[config.mk]
export PLATFORM = sky130hd
export DESIGN_NAME = ssm_shift_engine
export DESIGN_NICKNAME = d
export VERILOG_FILES = /design/src/rtl/ssm_pkg.sv /design/src/rtl/ssm_bit_timer.sv /design/src/rtl/ssm_shift_path.sv /design/src/rtl/ssm_shift_engine.sv
export SDC_FILE = /design/constraint.sdc
export NUM_CORES = 1
export LEC_CHECK = 0
export CORE_MARGIN = 2
export CORE_UTILIZATION = 30
export CTS_CLUSTER_DIAMETER = 120
export CTS_CLUSTER_SIZE = 16
export DETAILED_ROUTE_END_ITERATION = 8
export DONT_BUFFER_PORTS = 1
export PLACE_DENSITY = 0.48
export SLEW_MARGIN = 5
export SYNTH_ARGS = -nofsm -noshare
export SYNTH_HDL_FRONTEND = slang
export SYNTH_SLANG_ARGS = --single-unit
[constraint.sdc]
create_clock -name clk -period 2.33 [get_ports clk]
set_clock_uncertainty 0.2 [all_clocks]
set_input_delay 0.233 -clock clk [delete_from_list [all_inputs] [get_ports clk]]
set_output_delay 0.233 -clock clk [all_outputs]
set_load 0.01 [all_outputs]
[src/rtl/ssm_pkg.sv]
package ssm_pkg;
  typedef enum logic [1:0] {
    SX_IDLE = 2'd0,
    SX_TX   = 2'd1,
    SX_RX   = 2'd2
  } sx_mode_e;
endpackage

[src/rtl/ssm_bit_timer.sv]
module ssm_bit_timer #(
  parameter int CELL_CYC = 12,
  parameter int LOW_CYC  = 10,
  parameter int NBITS    = 8
) (
  input  logic clk,
  input  logic rst,
  input  logic start,
  input  logic run,
  output logic rise_stb,
  output logic cell_end,
  output logic last_bit
);
  localparam int PH_W  = (CELL_CYC > 1) ? $clog2(CELL_CYC) : 1;
  localparam int BIT_W = (NBITS > 1) ? $clog2(NBITS) : 1;
  localparam logic [PH_W-1:0]  PH_LAST  = PH_W'(CELL_CYC - 1);
  localparam logic [PH_W-1:0]  PH_RISE  = PH_W'(LOW_CYC - 1);
  localparam logic [BIT_W-1:0] BIT_LAST = BIT_W'(NBITS - 1);

  logic [PH_W-1:0]  phase_q;
  logic [BIT_W-1:0] bit_q;

  always_ff @(posedge clk) begin
    if (rst) begin
      phase_q <= '0;
      bit_q   <= '0;
    end else if (start) begin
      phase_q <= '0;
      bit_q   <= '0;
    end else if (run) begin
      if (phase_q == PH_LAST) begin
        phase_q <= '0;
        bit_q   <= bit_q + 1'b1;
      end else begin
        phase_q <= phase_q + 1'b1;
      end
    end
  end

  assign rise_stb = run && (phase_q == PH_RISE);
  assign cell_end = run && (phase_q == PH_LAST);
  assign last_bit = (bit_q == BIT_LAST);


  phase_range_chk: assert property (@(posedge clk) disable iff (rst)
    phase_q <= PH_LAST);


  bit_range_chk: assert property (@(posedge clk) disable iff (rst)
    bit_q <= BIT_LAST);
endmodule

[src/rtl/ssm_shift_path.sv]
module ssm_shift_path #(
  parameter int DATA_W = 8
) (
  input  logic              clk,
  input  logic              rst,
  input  logic              load_tx,
  input  logic [DATA_W-1:0] tx_in,
  input  logic              tx_act,
  input  logic              rx_act,
  input  logic              rise_stb,
  input  logic              cell_end,
  input  logic              last_bit,
  input  logic              sd_in,
  output logic              sd_out,
  output logic              sd_oe,
  output logic [DATA_W-1:0] rx_byte
);
  logic [DATA_W-1:0] tx_sh_q;
  logic [DATA_W-1:0] rx_sh_q;
  logic [DATA_W-1:0] rx_next;
  logic              sd_out_q;
  logic              sd_oe_q;
  logic [DATA_W-1:0] rx_byte_q;

  assign rx_next = {sd_in, rx_sh_q[DATA_W-1:1]};

  always_ff @(posedge clk) begin
    if (rst) begin
      tx_sh_q  <= '0;
      sd_out_q <= 1'b1;
      sd_oe_q  <= 1'b0;
    end else if (load_tx) begin
      tx_sh_q  <= tx_in >> 1;
      sd_out_q <= tx_in[0];
      sd_oe_q  <= 1'b1;
    end else if (tx_act && cell_end) begin
      if (last_bit) begin
        sd_out_q <= 1'b1;
        sd_oe_q  <= 1'b0;
      end else begin
        sd_out_q <= tx_sh_q[0];
        tx_sh_q  <= tx_sh_q >> 1;
      end
    end
  end

  always_ff @(posedge clk) begin
    if (rst) begin
      rx_sh_q   <= '0;
      rx_byte_q <= '0;
    end else if (rx_act && rise_stb) begin
      rx_sh_q <= rx_next;
      if (last_bit) rx_byte_q <= rx_next;
    end
  end

  assign sd_out  = sd_out_q;
  assign sd_oe   = sd_oe_q;
  assign rx_byte = rx_byte_q;


  oe_only_tx_chk: assert property (@(posedge clk) disable iff (rst)
    sd_oe_q |-> tx_act);
endmodule

[src/rtl/ssm_shift_engine.sv]
module ssm_shift_engine #(
  parameter int DATA_W   = 8,
  parameter int CELL_CYC = 12,
  parameter int LOW_CYC  = 10
) (
  input  logic              clk,
  input  logic              rst,
  input  logic              tx_wr,
  input  logic [DATA_W-1:0] tx_byte,
  input  logic              rx_en,
  input  logic              tx_done_clr,
  input  logic              rx_done_clr,
  input  logic              sd_in,
  output logic              sd_out,
  output logic              sd_oe,
  output logic              sclk,
  output logic [DATA_W-1:0] rx_byte,
  output logic              tx_done,
  output logic              rx_done
);
  import ssm_pkg::*;

  sx_mode_e mode_q;
  logic     sclk_q;
  logic     tx_done_q;
  logic     rx_done_q;
  logic     run;
  logic     start_tx;
  logic     start_rx;
  logic     rise_stb;
  logic     cell_end;
  logic     last_bit;
  logic     frame_end;
  logic     sd_out_w;
  logic     sd_oe_w;

  assign run       = (mode_q != SX_IDLE);
  assign start_tx  = (mode_q == SX_IDLE) && tx_wr && !tx_done_q;
  assign start_rx  = (mode_q == SX_IDLE) && !start_tx && rx_en && !rx_done_q;
  assign frame_end = cell_end && last_bit;

  ssm_bit_timer #(
    .CELL_CYC (CELL_CYC),
    .LOW_CYC  (LOW_CYC),
    .NBITS    (DATA_W)
  ) u_timer (
    .clk      (clk),
    .rst      (rst),
    .start    (start_tx || start_rx),
    .run      (run),
    .rise_stb (rise_stb),
    .cell_end (cell_end),
    .last_bit (last_bit)
  );

  ssm_shift_path #(
    .DATA_W (DATA_W)
  ) u_path (
    .clk      (clk),
    .rst      (rst),
    .load_tx  (start_tx),
    .tx_in    (tx_byte),
    .tx_act   (mode_q == SX_TX),
    .rx_act   (mode_q == SX_RX),
    .rise_stb (rise_stb),
    .cell_end (cell_end),
    .last_bit (last_bit),
    .sd_in    (sd_in),
    .sd_out   (sd_out_w),
    .sd_oe    (sd_oe_w),
    .rx_byte  (rx_byte)
  );

  always_ff @(posedge clk) begin
    if (rst) begin
      mode_q <= SX_IDLE;
    end else if (start_tx) begin
      mode_q <= SX_TX;
    end else if (start_rx) begin
      mode_q <= SX_RX;
    end else if (frame_end) begin
      mode_q <= SX_IDLE;
    end
  end

  always_ff @(posedge clk) begin
    if (rst) begin
      sclk_q <= 1'b1;
    end else if (start_tx || start_rx) begin
      sclk_q <= 1'b0;
    end else if (rise_stb) begin
      sclk_q <= 1'b1;
    end else if (cell_end && !last_bit) begin
      sclk_q <= 1'b0;
    end
  end

  always_ff @(posedge clk) begin
    if (rst) begin
      tx_done_q <= 1'b0;
      rx_done_q <= 1'b0;
    end else begin
      if (mode_q == SX_TX && frame_end) tx_done_q <= 1'b1;
      else if (tx_done_clr)             tx_done_q <= 1'b0;
      if (mode_q == SX_RX && rise_stb && last_bit) rx_done_q <= 1'b1;
      else if (rx_done_clr)                        rx_done_q <= 1'b0;
    end
  end

  assign sd_out  = sd_out_w;
  assign sd_oe   = sd_oe_w;
  assign sclk    = sclk_q;
  assign tx_done = tx_done_q;
  assign rx_done = rx_done_q;


  idle_sclk_high_chk: assert property (@(posedge clk) disable iff (rst)
    (mode_q == SX_IDLE) |-> sclk_q);


  data_moves_on_fall_chk: assert property (@(posedge clk) disable iff (rst)
    ((mode_q == SX_TX) && ($past(mode_q) == SX_TX) && !$stable(sd_out_w)) |-> $fell(sclk_q));


  tx_done_from_frame_chk: assert property (@(posedge clk) disable iff (rst)
    $rose(tx_done_q) |-> ($past(mode_q) == SX_TX));


  tx_blocked_chk: assert property (@(posedge clk) disable iff (rst)
    ((mode_q == SX_IDLE) && tx_done_q) |=> (mode_q != SX_TX));


  rx_blocked_chk: assert property (@(posedge clk) disable iff (rst)
    ((mode_q == SX_IDLE) && rx_done_q) |=> (mode_q != SX_RX));
endmodule

* Yosys cells after proc, flatten, opt, wreduce, memory -nomap -nowiden *
Index checks and enable logic that the tools add are counted.

storage, ports and cells
  register bits = 37
  bits of input ports = 15
  logic and storage cells = 73
  output and inout bits = 13

operators by class
  equal/unequal tests = 6
  multiplexer cells = 20
  reductions and logical operators = 33
  add/sub/neg operators = 2

operators by type and width
  operator             number
  $mux 7               3
  $mux 1               14
  $logic_and 1x1->1    13
  $reduce_bool 2->1    6
  $eq 4x4->1 const B   2
  $reduce_and 2->1     4
  $reduce_bool 3->1    2
  $add 4x1->4 const B  1
  $logic_not 1->1      4
  $mux 2               2
  $mux 4               1
  $reduce_or 2->1      2
  $add 3x1->3 const B  1
  $eq 3x3->1 const B   1
  $eq 2x1->1 const B   1
  $eq 2x2->1 const B   1
  $logic_not 2->1      1
  $ne 2x2->1 const B   1
  $logic_or 1x1->1     1

* Logic depth before layout (Yosys ltp) *
Gate-level depths: netlist of run 1.

  depth in word-level cells = 9
  depth in mapped cells = 7
  depth with buffers taken out = 5

* By module *
Synthesis of run 1 repeated with hierarchy kept, for this count alone.

second synthesis, totals
  cell total of the unflattened synthesis = 168
  area, all modules = 1619.1 um^2

by module, submodules not included
  module            area an instance (um^2)  times used  cells each  sequential area each (um^2)
  ssm_shift_path    1003.5                   1           106         480.5
  ssm_bit_timer     366.6                    1           36          140.1
  ssm_shift_engine  249.0                    1           26          100.1

* Least setup slack after synthesis of run 1 *
Ideal clock, no wire load.

  kind = reg-to-reg
  start point = register u_timer.bit_q[0]
  end point = register u_path.tx_sh_q[1]
  data required time = 2.051 ns
  path buffers = 1
  path slack = 0.424 ns
  arrival = 1.627 ns
  stages on the path, launching flop included = 7
  period minus slack after synthesis = 1.906 ns
  library setup time = 0.079 ns
  path through = dfxtp_1 -> ha_1 -> ha_1 -> or3b_1 -> buf_6 -> or2_4 -> a211oi_2

on the way
  cells in the longest elaborated chain, start to end = 3

ends and longest elaborated chain
  what                        RTL line              source
  start, declared             ssm_bit_timer.sv:21   logic [BIT_W-1:0] bit_q;
  start signal, assigned      ssm_bit_timer.sv:33   bit_q <= bit_q + 1'b1;
  $eq 3x3->1                  ssm_bit_timer.sv:42   assign last_bit = (bit_q == BIT_LAST);
  $ne 2x2->1 (no line)        n/a
  $reduce_and 2->1 (no line)  n/a
  end signal, assigned        ssm_shift_path.sv:33  tx_sh_q <= tx_in >> 1;
  end signal, assigned        ssm_shift_path.sv:42  tx_sh_q <= tx_sh_q >> 1;
  end, declared               ssm_shift_path.sv:18  logic [DATA_W-1:0] tx_sh_q;

Every way passes these cells.
A chain may end at the register's enable or synchronous reset.

* Final worst setup path of run 1 *
  start point = register u_timer.bit_q[0]
  end point = register u_path.tx_sh_q[4]

The elaborated chain is that of the path after synthesis.

==> flow_summary_export.csv, run 1 <==
group,metric,value,unit
placement,port_buffers,0,
detailed_routing,viasPerCell,5.08,
power_and_ir_drop,p_sw_share,24.4,%
sta,worst_pin_slew,0.724,ns
placement,pre_cts_ws,0.265,ns
detailed_routing,first_pass_iters,4,
die,fp-row-count,27,
logic_synthesis,synth_warnings,0,
cts,clock_latency,0.28,ns
worst_setup_path,required,2.34,ns
global_routing,track_usage,12.9,%
die,coreArea,5570,um2
logic_synthesis,avgSynthCellArea,9.12,um2
detailed_routing,ant_nets,0,
logic_synthesis,async_reset_ff_share,0,%
hold_path,worstHoldPathType,"input port to register",
sta,hold_ws,0.00659,ns
finish,diodes,0,
sta,finalSetupTns,0,ns
detailed_routing,vias,1396,
cts,cts_inserted_buffers,5,
logic_synthesis,yosysSeqAreaShare,40.9,%
power_and_ir_drop,clkPwrFrac,39.7,%
detailed_routing,wire_per_inst,13.8,um
sta,hold_viol,0,
job,drv_cap,0,
cts,cts-root-buf,"clkbuf_8",
sta,fmax,0.480,GHz
detailed_routing,drt_iter0_drc,50,
worst_setup_path,worstPathMaxFanout,9,
cts,clockBufferDepth,2,
sta,setup_violations,0,
worst_setup_path,crit_arrival,2.09,ns
sta,fin_crit,2.08,ns
sta,fin_crit_sh,89.4,%
power_and_ir_drop,internal_power,1.02,mW
logic_synthesis,synth_area,1760,um2
logic_synthesis,synth.distinct_cells,39,
finish,layout.nets,221,
logic_synthesis,synth_ff_type,"dfxtp_1",
detailed_routing,drt_wl_total,3810,um
power_and_ir_drop,leakage,0.707,nW
sta,slew_headroom,51.5,%
logic_synthesis,synth_top_cell_by_area,"dfxtp_1",
finish,drive_gt1_share,10.8,%
power_and_ir_drop,power.density,666,nW/um2
power_and_ir_drop,pwr-share-seq,49.4,%
global_routing,grt_overflow,0,
power_and_ir_drop,irDropWorstVdd,210,uV
outcome,status,"finished clean",
die,die_area,6500,um2
die,dieWidth,80.6,um
logic_synthesis,postSynthCellCount,193,
power_and_ir_drop,pwr-share-comb,10.9,%
logic_synthesis,synth_edf_count,0,
logic_synthesis,synth_top_area_share,40.9,%
logic_synthesis,syn_nets,212,
die,die_h,80.6,um
cts,cts.sinks,36,
logic_synthesis,yosys-top-cells-count,"36 x dfxtp_1, 20 x nand2b_1, 15 x a21oi_1, 14 x o21ai_0, 11 x nor2_1",
worst_setup_path,end_kind,"register",
power_and_ir_drop,power.switching,0.331,mW
die,top_level_ports,28,
global_routing,grt_pass1_wl,6480,um
logic_synthesis,synth_seq_cells,36,
worst_setup_path,cp-start-kind,"register",
cts,cts_hold_buf,11,
cts,cts.clk_slew.worst_paths,0.07,ns
cts,h-tree-depth,2,
sta,slew_violations,0,
cts,postCtsSetupRepairBufs,0,
cts,cts_tree,"done",
sta,rsz0062_at_grt,"no",
logic_synthesis,synthTopCellsByArea,"dfxtp_1 41%, nand2b_1 7.1%, mux2i_1 4.5%",
finish,synthToLayoutAreaGrowth,15.6,%
die,initial_core_util,31.6,%
global_routing,antenna_found_initial,0,
worst_setup_path,worstSetupPathType,"register to register",
placement,place_hpwl,2540,um
sta,final.setup.worst_slack,0.247,ns
logic_synthesis,synth.most_common_cell,"dfxtp_1",
finish,fill_cells,584,
cts,cts-resized-gates,0,
detailed_routing,drc,0,
global_routing,grt_pass1_vias,1383,
placement,place.gp.congestion,0.696,
global_routing,grt_max_degree,45,
flip-flops by register name, indices dropped and copies added, names as in the netlist:
signal,count
mode_q,2
rx_done,1
sclk,1
tx_done,1
u_path.rx_byte,8
u_path.rx_sh_q,7
u_path.sd_oe,1
u_path.sd_out,1
u_path.tx_sh_q,7
u_timer.bit_q,3
u_timer.phase_q,4
critical path: stages, from the launching register on:
cell and delay (ns):
dfxtp_1 0.32, ha_1 0.19, ha_1 0.27, or3b_1 0.52
or2_4 0.33, a211oi_2 0.18
layout by cell type (no fill, tap or decap), types with 2 or more instances in the layout:
cell / count
ha_1: 4
o21ai_0: 14
nand3_1: 10
nor3_1: 3
a211oi_1: 4
inv_1: 4
a21oi_1: 15
nor2b_1: 2
or3_1: 3
nand2b_1: 20
nor4_1: 6
dfxtp_1: 36
nand2_1: 3
nor2_1: 11
and3_1: 2
o31ai_1: 2
mux2i_1: 8
nand3b_1: 4
a211oi_2: 5
buf_4: 6
clkbuf_8: 5
and3b_1: 3
o21bai_1: 5
dlygate4sd3_1: 10
nand4b_1: 2
routing by layer:
layer	vias up	track usage (%)	routed length (um)
met5	-	0	0
met4	0	5.08	55
met3	4	3.82	187
met2	31	22.3	1850
met1	646	14.9	1710
li1	715	-	-
path summary, 6_finish.rpt:
check	cells past startpoint	startpoint	slack, ns	endpoint
worst min-delay path	2	tx_byte[2]	0.007	u_path.tx_sh_q[1]
worst max-delay path	5	u_timer.bit_q[0]	0.25	u_path.tx_sh_q[4]
worst max register to register	5	u_timer.bit_q[0]	0.25	u_path.tx_sh_q[4]
worst min register to register	2	u_path.rx_sh_q[1]	0.27	u_path.rx_byte[0]
stage by stage:
stage | total power, mW | instance area (um2) | instances | utilization [%]
floorplan | 0.790 | 1760 | 193 | -
global placement | 0.806 | 1810 | 256 | 32.4
detailed placement | 0.806 | 1810 | 256 | 32.4
CTS | 1.38 | 2040 | 275 | 36.5
global route | 1.42 | 2040 | 275 | 36.5
finish | 1.36 | 2040 | 275 | 36.5
power by group through the flow:
stage / Sequential (mW) / Combinational [mW] / Clock (mW)
final: 0.670 / 0.147 / 0.538
after global routing: 0.674 / 0.165 / 0.581
after global placement: 0.684 / 0.121 / 0
after floorplan: 0.670 / 0.120 / 0
after CTS: 0.670 / 0.148 / 0.561
after detailed placement: 0.684 / 0.121 / 0
layout make-up:
cell class                 instances  area (um2)  area share (%)
inverter                           4        15.0           0.738
multi-input combinational        138         937            46.0
sequential                        36         721            35.4
clock buffer                       6        72.6            3.56
clock inverter                     2        35.0            1.72
tap                               72        90.1            4.43
timing repair buffer              17         165            8.11
logic make-up after synthesis:
family / Yosys count / share of synthesized area, %
AOI/OAI and AO/OA: 52 / 20.0
adders and majority gates: 4 / 2.84
buffers and inverters: 19 / 5.83
muxes: 8 / 4.55
and+or+nand+nor: 74 / 25.9
DFF: 36 / 40.9
Power figures use the tool's default switching activity.
==> run 2: changes to the inputs <==
--- a/config.mk
+++ b/config.mk
@@ -11,7 +11,7 @@
 export CTS_CLUSTER_SIZE = 16
 export DETAILED_ROUTE_END_ITERATION = 8
 export DONT_BUFFER_PORTS = 1
-export PLACE_DENSITY = 0.48
+export PLACE_DENSITY = 0.5
 export SLEW_MARGIN = 5
 export SYNTH_ARGS = -nofsm -noshare
 export SYNTH_HDL_FRONTEND = slang
==> flow_summary_export.csv, run 2 (same netlist as run 1, synthesis figures left out) <==
group,metric,value,unit
cts,cts-root-buf,"clkbuf_8",
placement,place.gp.congestion,0.696,
cts,cts-resized-gates,0,
sta,hold_ws,0.0167,ns
sta,rsz0062_at_grt,"no",
worst_setup_path,critPathMaxStageDelay,0.53,ns
cts,postCtsSetupRepairBufs,0,
global_routing,grt_max_degree,45,
cts,clockBufferDepth,2,
global_routing,grt_pass1_wl,6210,um
sta,setup_violations,0,
worst_setup_path,crit_buf_inv,0,
sta,fin_crit_sh,90.2,%
finish,layout_common_cells,"36 x dfxtp_1, 20 x nand2b_1, 15 x a21oi_1",
worst_setup_path,critPathTopFamily,"simple AND/OR/NAND/NOR gates",
sta,finalSetupTns,0,ns
sta,fmax,0.476,GHz
die,top_level_ports,28,
finish,diodes,0,
worst_setup_path,cp-start-kind,"register",
finish,drive_gt1_share,9.95,%
global_routing,track_usage,12.6,%
die,die_h,80.6,um
detailed_routing,vias,1401,
detailed_routing,viasPerCell,5.13,
sta,slew_violations,0,
global_routing,antenna_found_initial,0,
worst_setup_path,worstPathMaxFanout,9,
cts,cts_tree,"done",
worst_setup_path,crit_arrival,2.12,ns
die,die_area,6500,um2
detailed_routing,wire_per_inst,14.0,um
sta,slew_headroom,51.4,%
global_routing,grt_pass1_vias,1299,
cts,h-tree-depth,2,
detailed_routing,first_pass_iters,4,
worst_setup_path,cpMostUsedCell,"ha_1",
finish,ff_latch_area,721,um2
worst_setup_path,cp_slowest_cell,"or3b_1",
hold_path,worstHoldPathType,"input port to register",
finish,final_common_cell,"dfxtp_1",
worst_setup_path,worstPathCellList,"ha_1 > ha_1 > or3b_1 > or2_4 > a211oi_2",
detailed_routing,drt_wl_total,3830,um
cts,cts_hold_buf,12,
placement,port_buffers,0,
job,drv_cap,0,
die,coreArea,5570,um2
detailed_routing,drc,0,
power_and_ir_drop,irDropWorstVdd,215,uV
die,initial_core_util,31.6,%
finish,largest_register_ffs,8,
sta,hold_viol,0,
worst_setup_path,end_kind,"register",
placement,place_hpwl,2490,um
finish,fill_cells,585,
finish,synthToLayoutAreaGrowth,15.1,%
sta,final.setup.worst_slack,0.228,ns
die,dieWidth,80.6,um
global_routing,grt_overflow,0,
detailed_routing,ant_nets,0,
power_and_ir_drop,power.density,675,nW/um2
cts,cts.sinks,36,
worst_setup_path,required,2.34,ns
outcome,status,"finished clean",
sta,worst_pin_slew,0.727,ns
power_and_ir_drop,leakage,0.694,nW
worst_setup_path,worstSetupPathType,"register to register",
sta,fin_crit,2.10,ns
cts,cts_inserted_buffers,5,
placement,pre_cts_ws,0.250,ns
die,fp-row-count,27,
cts,cts.clk_slew.worst_paths,0.08,ns
cts,clock_latency,0.29,ns
finish,multi_input_area,937,um2
finish,layout.nets,219,
detailed_routing,drt_iter0_drc,71,
finish,fin_util,36.4,%
[run 2: routing by layer]
metal / part of all wire [%] / wire, um / GRT usage [%] / vias to the layer above
li1: - / - / - / 710
met1: 50 / 1910 / 16.9 / 661
met2: 43 / 1660 / 18.3 / 25
met3: 4.6 / 175 / 4.38 / 5
met4: 2.1 / 82 / 5.59 / 0
met5: 0 / 0 / 0 / -
[run 2: layout make-up]
cell class                      instances  area share (%)
Timing Repair Buffer                   15            7.53
Multi-Input combinational cell        138            46.2
Clock buffer                            5            3.40
Inverter                                4           0.741
Clock inverter                          3            2.10
Tap cell                               72            4.44
Sequential cell                        36            35.6
[run 2: path summary, 6_finish.rpt]
kind	startpoint	end	slack, ns	depth (start not counted)
worst max-delay path	u_timer.bit_q[0]	u_path.tx_sh_q[5]	0.23	5
worst min-delay path	rst	u_path.rx_sh_q[1]	0.02	2
worst max register to register	u_timer.bit_q[0]	u_path.tx_sh_q[5]	0.23	5
worst min register to register	u_path.rx_sh_q[3]	u_path.rx_sh_q[2]	0.27	2
[run 2: stage by stage]
stage,total power [mW],area (um2),cells
2_1_floorplan,0.790,1760,193
3_3_place_gp,0.805,1790,253
3_5_place_dp,0.804,1790,253
4_1_cts,1.38,2030,273
5_1_grt,1.43,2030,273
6_report,1.37,2030,273
[run 2: power breakdown]
part	internal [mW]	switching (mW)
Clock	0.317	0.233
Combinational	0.0663	0.0815
Sequential	0.641	0.0296
==> run 3: changes to the inputs <==
--- a/config.mk
+++ b/config.mk
@@ -5,6 +5,7 @@
 export SDC_FILE = /design/constraint.sdc
 export NUM_CORES = 1
 export LEC_CHECK = 0
+export ABC_AREA = 1
 export CORE_MARGIN = 2
 export CORE_UTILIZATION = 30
 export CTS_CLUSTER_DIAMETER = 120
==> flow_summary_export.csv, run 3 <==
group,metric,value,unit
placement,port_buffers,0,
sta,finalSetupTns,0,ns
cts,clock_latency,0.28,ns
logic_synthesis,synth_area,1660,um2
cts,cts.clk_slew.worst_paths,0.07,ns
logic_synthesis,yosysSeqAreaShare,43.5,%
worst_setup_path,cp-start-kind,"register",
logic_synthesis,synth_warnings,0,
sta,fin_crit,2.11,ns
logic_synthesis,syn_nets,252,
worst_setup_path,end_kind,"register",
detailed_routing,viasPerCell,4.32,
die,die_area,6140,um2
power_and_ir_drop,irDropWorstVdd,313,uV
cts,h-tree-depth,2,
global_routing,grt_pass1_vias,1217,
logic_synthesis,synth.distinct_cells,23,
global_routing,grt_pass1_wl,5570,um
finish,synthToLayoutAreaGrowth,12.6,%
cts,postCtsSetupRepairBufs,0,
die,die_h,78.3,um
power_and_ir_drop,leakage,0.777,nW
detailed_routing,first_pass_iters,4,
sta,slew_violations,0,
finish,largest_register_ffs,8,
sta,worst_pin_slew,0.392,ns
logic_synthesis,synth_top_area_share,43.5,%
die,fp-row-count,27,
detailed_routing,drt_iter0_drc,42,
sta,hold_viol,0,
cts,cts_inserted_buffers,5,
cts,clockBufferDepth,2,
outcome,status,"finished clean",
detailed_routing,drt_wl_total,3220,um
die,coreArea,5410,um2
placement,dp.cells,301,
job,drv_cap,0,
logic_synthesis,synthTopCellsByArea,"dfxtp_1 43%, nand2_1 13%, nor2_1 9.1%",
cts,cts.sinks,36,
global_routing,track_usage,11.4,%
power_and_ir_drop,internal_power,0.932,mW
logic_synthesis,async_reset_ff_share,0,%
sta,fmax,0.474,GHz
cts,cts_tree,"done",
sta,rsz0062_at_grt,"no",
finish,diodes,0,
finish,final_common_cell,"nand2_1",
sta,slew_headroom,73.8,%
logic_synthesis,postSynthCellCount,233,
sta,fin_crit_sh,90.5,%
cts,cts-root-buf,"clkbuf_8",
power_and_ir_drop,pwr-share-comb,11.1,%
logic_synthesis,synth_edf_count,0,
power_and_ir_drop,pwr-share-seq,52.8,%
die,initial_core_util,30.7,%
global_routing,grt_overflow,0,
power_and_ir_drop,power.density,668,nW/um2
logic_synthesis,synth_top_cell_by_area,"dfxtp_1",
cts,cts_hold_buf,6,
global_routing,antenna_found_initial,0,
finish,design_area,1870,um2
worst_setup_path,worstSetupPathType,"register to register",
worst_setup_path,crit_arrival,2.08,ns
die,dieWidth,78.3,um
sta,setup_violations,0,
finish,layout.nets,261,
logic_synthesis,synth.most_common_cell,"nand2_1",
detailed_routing,wire_per_inst,10.2,um
detailed_routing,vias,1361,
finish,drive_gt1_share,8.64,%
placement,pre_cts_ws,0.620,ns
worst_setup_path,required,2.30,ns
hold_path,worstHoldPathType,"input port to register",
logic_synthesis,yosys-top-cells-count,"56 x nand2_1, 40 x nor2_1, 36 x dfxtp_1, 27 x inv_1, 20 x nand3_1",
finish,layoutNonFillerInstCount,315,
power_and_ir_drop,p_sw_share,25.3,%
finish,layout_common_cells,"56 x nand2_1, 40 x nor2_1, 36 x dfxtp_1",
detailed_routing,drc,0,
logic_synthesis,avgSynthCellArea,7.12,um2
cts,cts-resized-gates,0,
power_and_ir_drop,clkPwrFrac,36.1,%
detailed_routing,ant_nets,0,
logic_synthesis,synth_ff_type,"dfxtp_1",
global_routing,grt_max_degree,17,
sta,final.setup.worst_slack,0.221,ns
logic_synthesis,synth_seq_cells,36,
worst_setup_path,worstPathMaxFanout,5,
die,top_level_ports,28,
power_and_ir_drop,power.switching,0.315,mW
placement,place_hpwl,2320,um
placement,place.gp.congestion,0.688,
placement,placed_cell_area,1720,um2
==> run 3: power by group through the flow <==
stage	Clock, mW	Sequential (mW)	Combinational (mW)
4_1_cts	0.467	0.658	0.141
3_3_place_gp	0	0.672	0.131
6_report	0.450	0.658	0.139
3_5_place_dp	0	0.672	0.131
5_1_grt	0.500	0.661	0.163
2_1_floorplan	0	0.668	0.120
==> run 3: metrics by stage <==
stage / hold WS, ns / utilization, % / power [mW]
after floorplan: 0.102 / - / 0.788
after global placement: 0.104 / 31.8 / 0.803
after detailed placement: 0.105 / 31.8 / 0.803
after CTS: 0.0165 / 34.5 / 1.27
after global routing: 0.0473 / 34.5 / 1.32
final: 0.0261 / 34.5 / 1.25
==> run 3: layout make-up <==
class                           count  area, um2
Tap cell                           72       90.1
Inverter                           28        105
Sequential cell                    36        721
Timing Repair Buffer                8       75.1
Clock buffer                        8       90.1
Fill cell                         607       3540
Multi-Input combinational cell    163        786
==> run 3: logic make-up after synthesis <==
| logic type | count (synthesis) | synth area share, % |
|---|---|---|
| simple gates | 130 | 35.5 |
| flops | 36 | 43.5 |
| compound gates | 29 | 8.91 |
| buf+inv | 34 | 9.13 |
| fa+ha+maj | 4 | 3.02 |
==> run 3: worst max-delay path, cell delays in order, from the launching register on <==
cell and delay [ns]:
dfxtp_1 0.38, ha_1 0.18, nand3_1 0.14, nor2_1 0.24, nand2_2 0.15, nand3_1 0.10
a21oi_1 0.06, dlygate4sd3_1 0.56
==> run 3: per-layer routing <==
metal | vias up | global-route usage [%] | part of all wire (%)
met3 | 5 | 3.33 | 4.8
met1 | 587 | 15.1 | 51
met5 | - | 0 | 0
met2 | 27 | 17.4 | 43
li1 | 742 | - | -
met4 | 0 | 4.21 | 1.2
==> run 3: worst paths after layout <==
check | endpoint | depth (start not counted) | slack (ns) | from
worst min register to register | u_path.rx_sh_q[1] | 2 | 0.26 | u_path.rx_sh_q[1]
worst max-delay path | u_path.tx_sh_q[6] | 7 | 0.22 | u_timer.phase_q[1]
worst min-delay path | mode_q[1] | 4 | 0.03 | rx_en
worst max register to register | u_path.tx_sh_q[6] | 7 | 0.22 | u_timer.phase_q[1]
